`src/rtl/adc_seq_pkg.sv`:
```
// Shared types and register decode constants for the ADC channel sequencer.
package adc_seq_pkg;
    typedef enum logic [1:0] {
        SQ_IDLE  = 2'd0,
        SQ_ISSUE = 2'd1,
        SQ_WAIT  = 2'd2
    } seq_state_t;

    localparam logic [1:0] ADDR_MODE  = 2'd0;
    localparam logic [1:0] ADDR_AUX   = 2'd1;
    localparam logic [1:0] ADDR_CHSEL = 2'd2;

    localparam int MODE_EN_BIT   = 7;
    localparam int MODE_SWEEP_BIT = 4;
endpackage

```
`src/rtl/adc_seq_regs.sv`:
```
// Configuration registers and write decode.
// Produces restart/abort strobes in the write cycle, plus the values the
// registers will hold after that write. Assumes CW <= 8.
module adc_seq_regs
    import adc_seq_pkg::*;
#(
    parameter int CW = 2
) (
    input  logic          clk,
    input  logic          rst_n,
    input  logic          bus_we,
    input  logic [1:0]    bus_addr,
    input  logic [7:0]    bus_wdata,
    output logic          en,
    output logic          sweep,
    output logic [CW-1:0] chsel,
    output logic [7:0]    aux,
    output logic          restart,
    output logic          abort,
    output logic          nx_sweep,
    output logic [CW-1:0] nx_chsel
);
    logic mode_wr, aux_wr, sel_wr;
    logic wdata_unused;

    assign wdata_unused = ^bus_wdata;

    // Decode which register this write addresses.
    assign mode_wr = bus_we && (bus_addr == ADDR_MODE);
    assign aux_wr  = bus_we && (bus_addr == ADDR_AUX);
    assign sel_wr  = bus_we && (bus_addr == ADDR_CHSEL);

    // Strobes: clearing enable aborts; enabling or reconfiguring while enabled restarts.
    assign abort   = mode_wr && !bus_wdata[MODE_EN_BIT];
    assign restart = (mode_wr && bus_wdata[MODE_EN_BIT]) || ((aux_wr || sel_wr) && en);

    // Settings in force after this cycle's write.
    assign nx_sweep = mode_wr ? bus_wdata[MODE_SWEEP_BIT] : sweep;
    assign nx_chsel = sel_wr  ? bus_wdata[CW-1:0]        : chsel;

    // Register storage.
    always_ff @(posedge clk) begin
        if (!rst_n) begin
            en    <= 1'b0;
            sweep <= 1'b0;
            chsel <= '0;
            aux   <= '0;
        end else begin
            if (mode_wr) begin
                en    <= bus_wdata[MODE_EN_BIT];
                sweep <= bus_wdata[MODE_SWEEP_BIT];
            end
            if (sel_wr) chsel <= bus_wdata[CW-1:0];
            if (aux_wr) aux   <= bus_wdata;
        end
    end

    // a write while disabled to aux or channel select never restarts.
    p_disabled_quiet_r10: assert property (@(posedge clk) disable iff (!rst_n)
        (bus_we && bus_addr != ADDR_MODE && !en) |-> !restart);
endmodule

```
`src/rtl/adc_seq_fsm.sv`:
```
// Pass sequencer: issues conversion requests channel by channel, detects
// the final channel, and raises the end-of-pass pulse.
// Assumes the converter answers each start with one done pulse, and that it
// drops a request when conv_abort is raised.
// Abort wins over restart, and a restart wins over the normal next step.
// A done pulse in the restart cycle is still stored.
module adc_seq_fsm
    import adc_seq_pkg::*;
#(
    parameter int NCH = 4,
    localparam int CW = $clog2(NCH)
) (
    input  logic          clk,
    input  logic          rst_n,
    input  logic          restart,
    input  logic          abort,
    input  logic          nx_sweep,
    input  logic [CW-1:0] nx_chsel,
    input  logic          cfg_sweep,
    input  logic [CW-1:0] cfg_last,
    input  logic          conv_done,
    output logic          busy,
    output logic          conv_start,
    output logic [CW-1:0] conv_ch,
    output logic          conv_abort,
    output logic          store_en,
    output logic [CW-1:0] store_ch,
    output logic          irq
);
    seq_state_t    state_q;
    logic [CW-1:0] ch_q;
    logic [CW-1:0] first_ch;
    logic          is_final;

    // First channel of a pass that starts this cycle.
    assign first_ch = nx_sweep ? '0 : nx_chsel;
    // The current channel closes the pass.
    assign is_final = !cfg_sweep || (ch_q == cfg_last);

    // Outputs derived from the state.
    assign busy       = (state_q != SQ_IDLE);
    assign conv_start = (state_q == SQ_ISSUE);
    assign conv_ch    = ch_q;
    assign conv_abort = (abort || restart) && (state_q == SQ_WAIT);
    assign store_en   = (state_q == SQ_WAIT) && conv_done && !abort;
    assign store_ch   = ch_q;

    // State, channel pointer and interrupt pulse.
    always_ff @(posedge clk) begin
        if (!rst_n) begin
            state_q <= SQ_IDLE;
            ch_q    <= '0;
            irq     <= 1'b0;
        end else begin
            irq <= store_en && is_final;
            if (abort) begin
                state_q <= SQ_IDLE;
            end else if (restart) begin
                state_q <= SQ_ISSUE;
                ch_q    <= first_ch;
            end else begin
                case (state_q)
                    SQ_ISSUE: state_q <= SQ_WAIT;
                    SQ_WAIT: begin
                        if (conv_done) begin
                            if (is_final) begin
                                state_q <= SQ_IDLE;
                            end else begin
                                ch_q    <= ch_q + CW'(1);
                                state_q <= SQ_ISSUE;
                            end
                        end
                    end
                    default: state_q <= SQ_IDLE;
                endcase
            end
        end
    end

    // the final done, even with a coincident write, yields the interrupt.
    p_final_irq_r5: assert property (@(posedge clk) disable iff (!rst_n)
        (state_q == SQ_WAIT && conv_done && is_final && !abort) |=> irq);

    // a pass that ends undisturbed leaves the block idle.
    p_idle_after_pass_r5: assert property (@(posedge clk) disable iff (!rst_n)
        (state_q == SQ_WAIT && conv_done && is_final && !abort && !restart) |=> !busy);

    // the interrupt is a single-cycle pulse.
    p_irq_single_r5: assert property (@(posedge clk) disable iff (!rst_n)
        irq |=> !irq);

    // clearing enable stops at once with no interrupt.
    p_abort_stops_r8: assert property (@(posedge clk) disable iff (!rst_n)
        abort |=> (!busy && !irq));

    // a restart requests the first channel of the new pass.
    p_restart_runs_r6: assert property (@(posedge clk) disable iff (!rst_n)
        (restart && !abort) |=> (conv_start && conv_ch == $past(first_ch)));
endmodule

```
`src/rtl/adc_seq_results.sv`:
```
// Per-channel holding registers. A code is written only when the sequencer
// accepts a done pulse, and is held until that channel converts again.
module adc_seq_results #(
    parameter int NCH = 4,
    parameter int RW  = 10,
    localparam int CW = $clog2(NCH)
) (
    input  logic           clk,
    input  logic           rst_n,
    input  logic           wr_en,
    input  logic [CW-1:0]  wr_idx,
    input  logic [RW-1:0]  wr_data,
    output logic [NCH*RW-1:0] results
);
    logic [RW-1:0] res_q [NCH];

    for (genvar i = 0; i < NCH; i++) begin : g_ch
        // Holding register for channel i.
        always_ff @(posedge clk) begin
            if (!rst_n)                                res_q[i] <= '0;
            else if (wr_en && wr_idx == CW'(i))        res_q[i] <= wr_data;
        end
        assign results[i*RW +: RW] = res_q[i];

        // an untouched channel keeps its code.
        p_hold_r10: assert property (@(posedge clk) disable iff (!rst_n)
            !(wr_en && wr_idx == CW'(i)) |=> $stable(res_q[i]));
    end

    // an accepted code lands in the addressed channel.
    p_store_r4: assert property (@(posedge clk) disable iff (!rst_n)
        wr_en |=> (res_q[$past(wr_idx)] == $past(wr_data)));
endmodule

```
`src/rtl/adc_seq_ctrl.sv`:
```
// Top of the software-triggered ADC channel sequencer.
// Joins the register decode, the pass sequencer and the holding registers.
// Assumes NCH is a power of two between 2 and 256.
module adc_seq_ctrl #(
    parameter int NCH = 4,
    parameter int RW  = 10,
    localparam int CW = $clog2(NCH)
) (
    input  logic              clk,
    input  logic              rst_n,
    input  logic              bus_we,
    input  logic [1:0]        bus_addr,
    input  logic [7:0]        bus_wdata,
    output logic              cfg_enable,
    output logic [7:0]        aux_cfg,
    output logic              busy,
    output logic              conv_start,
    output logic [CW-1:0]     conv_ch,
    output logic              conv_abort,
    input  logic              conv_done,
    input  logic [RW-1:0]     conv_data,
    output logic              irq,
    output logic [NCH*RW-1:0] results
);
    logic          sweep, restart, abort, nx_sweep;
    logic [CW-1:0] chsel, nx_chsel, store_ch;
    logic          store_en;

    adc_seq_regs #(.CW(CW)) u_regs (
        .clk      (clk),
        .rst_n    (rst_n),
        .bus_we   (bus_we),
        .bus_addr (bus_addr),
        .bus_wdata(bus_wdata),
        .en       (cfg_enable),
        .sweep    (sweep),
        .chsel    (chsel),
        .aux      (aux_cfg),
        .restart  (restart),
        .abort    (abort),
        .nx_sweep (nx_sweep),
        .nx_chsel (nx_chsel)
    );

    adc_seq_fsm #(.NCH(NCH)) u_fsm (
        .clk       (clk),
        .rst_n     (rst_n),
        .restart   (restart),
        .abort     (abort),
        .nx_sweep  (nx_sweep),
        .nx_chsel  (nx_chsel),
        .cfg_sweep (sweep),
        .cfg_last  (chsel),
        .conv_done (conv_done),
        .busy      (busy),
        .conv_start(conv_start),
        .conv_ch   (conv_ch),
        .conv_abort(conv_abort),
        .store_en  (store_en),
        .store_ch  (store_ch),
        .irq       (irq)
    );

    adc_seq_results #(.NCH(NCH), .RW(RW)) u_res (
        .clk    (clk),
        .rst_n  (rst_n),
        .wr_en  (store_en),
        .wr_idx (store_ch),
        .wr_data(conv_data),
        .results(results)
    );
endmodule

```
`config.mk`:
```
export PLATFORM = sky130hd
export DESIGN_NAME = adc_seq_ctrl
export DESIGN_NICKNAME = d
export VERILOG_FILES = /design/src/rtl/adc_seq_pkg.sv /design/src/rtl/adc_seq_regs.sv /design/src/rtl/adc_seq_fsm.sv /design/src/rtl/adc_seq_results.sv /design/src/rtl/adc_seq_ctrl.sv
export SDC_FILE = /design/constraint.sdc
export NUM_CORES = 1
export LEC_CHECK = 0
export BUFFER_PORTS_ARGS = -buffer_cell sky130_fd_sc_hd__buf_2
export CAP_MARGIN = 25
export CORE_UTILIZATION = 45
export DETAILED_ROUTE_END_ITERATION = 16
export HOLD_SLACK_MARGIN = 0.03
export PLACE_DENSITY_LB_ADDON = 0.08
export SYNTH_ARGS = -nofsm -noshare
export SYNTH_HDL_FRONTEND = slang
export SYNTH_SLANG_ARGS = --single-unit
```
`constraint.sdc`:
```
create_clock -name clk -period 1.7 [get_ports clk]
set_input_delay 0.255 -clock clk [delete_from_list [all_inputs] [get_ports clk]]
set_output_delay 0.255 -clock clk [all_outputs]
set_load 0.1 [all_outputs]
```
==> flow_metrics.env <==
export IMPL_status="complete, no violations"
export IMPL_cp_start_kind="flip-flop"
export IMPL_cts_tree="done"
export IMPL_port_buffers=78
export IMPL_ys_warn_count=0
export IMPL_firstDrtPassIters=4
export IMPL_grt_max_degree=14
export IMPL_final_min_clock_period_ns=1.61
export IMPL_num_rows=26
export IMPL_end_kind="primary output"
export IMPL_cts_sinks=57
export IMPL_finalHoldViolCount=0
export IMPL_synth_edf_count=40
export IMPL_wl_um=4740
export IMPL_cts_path_max_buffers=2
export IMPL_power_leakage_uw=0.00147
export IMPL_die_w_um=75.8
export IMPL_gp_congestion=0.852
export IMPL_met3_length_um=287
export IMPL_wire_per_inst_um=13.2
export IMPL_post_route_period_util=0.948
export IMPL_crit_fanout=4
export IMPL_yosysUniqueCellTypes=31
export IMPL_hpwl_um=3480
export IMPL_synth_area_per_cell_sq_um=13.0
export IMPL_ioPinCount=79
export IMPL_synth_area_top_cells="edfxtp_1 49%, dfxtp_1 14%, and2_1 10%, mux2i_1 4.1%, ha_1 3.6%"
export IMPL_path_clk_slew_ns=0.06
export IMPL_synth_area_sq_um=2450
export IMPL_critPathKind="reg2out"
export IMPL_holdWs_ns=0.171
export IMPL_cts_htree_levels=3
export IMPL_cts_inserted_buffers=9
export IMPL_die_h_um=75.8
export IMPL_grt_pass1_vias=1490
export IMPL_wl_met1_um=2030
export IMPL_reg2reg_from="u_fsm.state_q[0]"
export IMPL_holdCritPathClass="in2reg"
export IMPL_fin_cells=358
export IMPL_area_growth_pct=30.8
export IMPL_finalMaxSlewViolations=0
export IMPL_ys_ff_latch=57
export IMPL_max_vdd_ir_drop_uv=493
export IMPL_ys_seq_area_frac=0.629
export IMPL_synthFlopType="edfxtp_1"
export IMPL_place_ws_ns=-0.0511
export IMPL_required_ns=1.44
export IMPL_finalNetCount=314
export IMPL_setup_viol=0
export IMPL_hold_buffers=0
export IMPL_initial_core_util=0.474
export IMPL_clk_latency_ns=0.32
export IMPL_powerDensity_nw_per_um2=972
export IMPL_drcViolationCount=0
export IMPL_clockRootBuffer="clkbuf_8"
export IMPL_timing_final_ws_setup_ns=0.0888
export IMPL_antenna_found_initial=0
export IMPL_ant_nets=0
export IMPL_clock_skew_ns=0.00606
export IMPL_worst_slew_margin_rel=0.671
export IMPL_core_sq_um=5170
export IMPL_synth_nets=220
export IMPL_cap_viol_max_count=0
export IMPL_synthCells=189
export IMPL_worstMarginPinSlew_ns=0.497
export IMPL_tns_ns=0
export IMPL_diodes=0
export IMPL_fmax_ghz=0.621
export IMPL_routed_top_layer="met4"
export IMPL_drive_above_1_share=0.417
export IMPL_grt_pass1_wl_um=6930
export IMPL_viasPerCell=4.72
export IMPL_power_total_uw=3120
export IMPL_rsz0062_at_grt="no"
export IMPL_cp_startpoint="u_regs.en"
export IMPL_synth_top_area_frac=0.490
export IMPL_die_area_sq_um=5750
export IMPL_async_flop_share=0
export IMPL_dr_total_vias=1690
export IMPL_yosysMostFrequentCell="and2_1"
export IMPL_yosys_area_top_type="edfxtp_1"
export IMPL_place_inst=342
export IMPL_grt_ovfl_total=0
export IMPL_ys_top_cells_by_count="41 x and2_1, 40 x edfxtp_1, 17 x dfxtp_1"
export IMPL_drtIter0Drc=98
export IMPL_gr_usage_all_layers=0.176
export IMPL_met2_length_um=2390
export IMPL_worst_ep_arrival_time_ns=1.36
export IMPL_min_from="bus_wdata[5]"
[cell families (layout without fill, tap and decap cells)]
logic type      after synthesis  count (layout)  share of synthesized area
simple gates                 80              80                      0.197
flops                        57              57                      0.629
buf+inv                      16             115                     0.0398
compound gates               14              14                     0.0383
mux                          12              12                     0.0500
fa+ha+maj                     7               7                     0.0357
xor+xnor                      3               3                     0.0107
[final cells by class]
class,count,area (sq um)
clock inverters,6,35.0
repair buffers,91,556
clock buffers,10,128
inverters,8,30.0
multi-input cells,116,823
well taps,70,87.6
fillers,424,1970
flip-flops and latches,57,1550
[through the flow]
stage,utilization,area (sq um)
finish,0.620,3210
global route,0.620,3210
CTS,0.619,3200
detailed placement,0.588,3040
global placement,0.588,3040
floorplan,-,2470
[cells in the final DEF (no fill, tap or decap), types with 2 or more instances in the layout]
cell / instances
buf_2: 76
and2_1: 41
edfxtp_1: 40
dfxtp_1: 14
nor2_1: 11
mux2i_1: 10
nand2_1: 9
clkbuf_8: 9
buf_4: 9
inv_1: 8
ha_1: 6
and3_4: 5
buf_12: 5
o21ai_0: 4
clkinv_2: 4
xor2_1: 3
nand3_1: 3
nand3b_1: 2
mux2_2: 2
a211oi_1: 2
a311oi_1: 2
clkinvlp_4: 2
dfxtp_2: 2
[worst max-delay path: stages (launching register included)]
cell	delay, ns
dfxtp_4	0.36
a21boi_1	0.15
o21ai_1	0.08
buf_4	0.15
nor2_4	0.12
buf_12	0.18
[path summary, 6_finish.rpt]
path,end,slack (ns),depth (start not counted)
setup / recovery,conv_abort,0.09,5
setup reg to reg,u_res.res_q[0][9],0.24,6
hold reg to reg,u_regs.aux[5],0.49,2
hold / removal,u_regs.aux[5],0.17,3
[report_power, final]
group          leakage (uW)  internal, uW  switching, uW
Combinational      0.000839           108            441
Sequential         0.000552          1530           18.1
Clock             0.0000818           517            507
Total               0.00147          2150            966
[repair_timing]
item	4_1_cts	5_1_grt
setup buffers	0	0
gates resized for setup	1	3
endpoints found under the setup margin	1	2
[metal layers]
metal  GRT usage  vias up
li1            -      841
met1       0.202      777
met2       0.295       68
met3      0.0503        4
met4      0.0967        0
met5           0        -
[registers in the layout, summed over array words and instances, names as in the netlist]
name	count
u_fsm.conv_ch	2
u_fsm.irq	1
u_fsm.state_q	2
u_regs.aux	8
u_regs.chsel	2
u_regs.en	1
u_regs.sweep	1
u_res.res_q	40
Power figures use the tool's default switching activity.
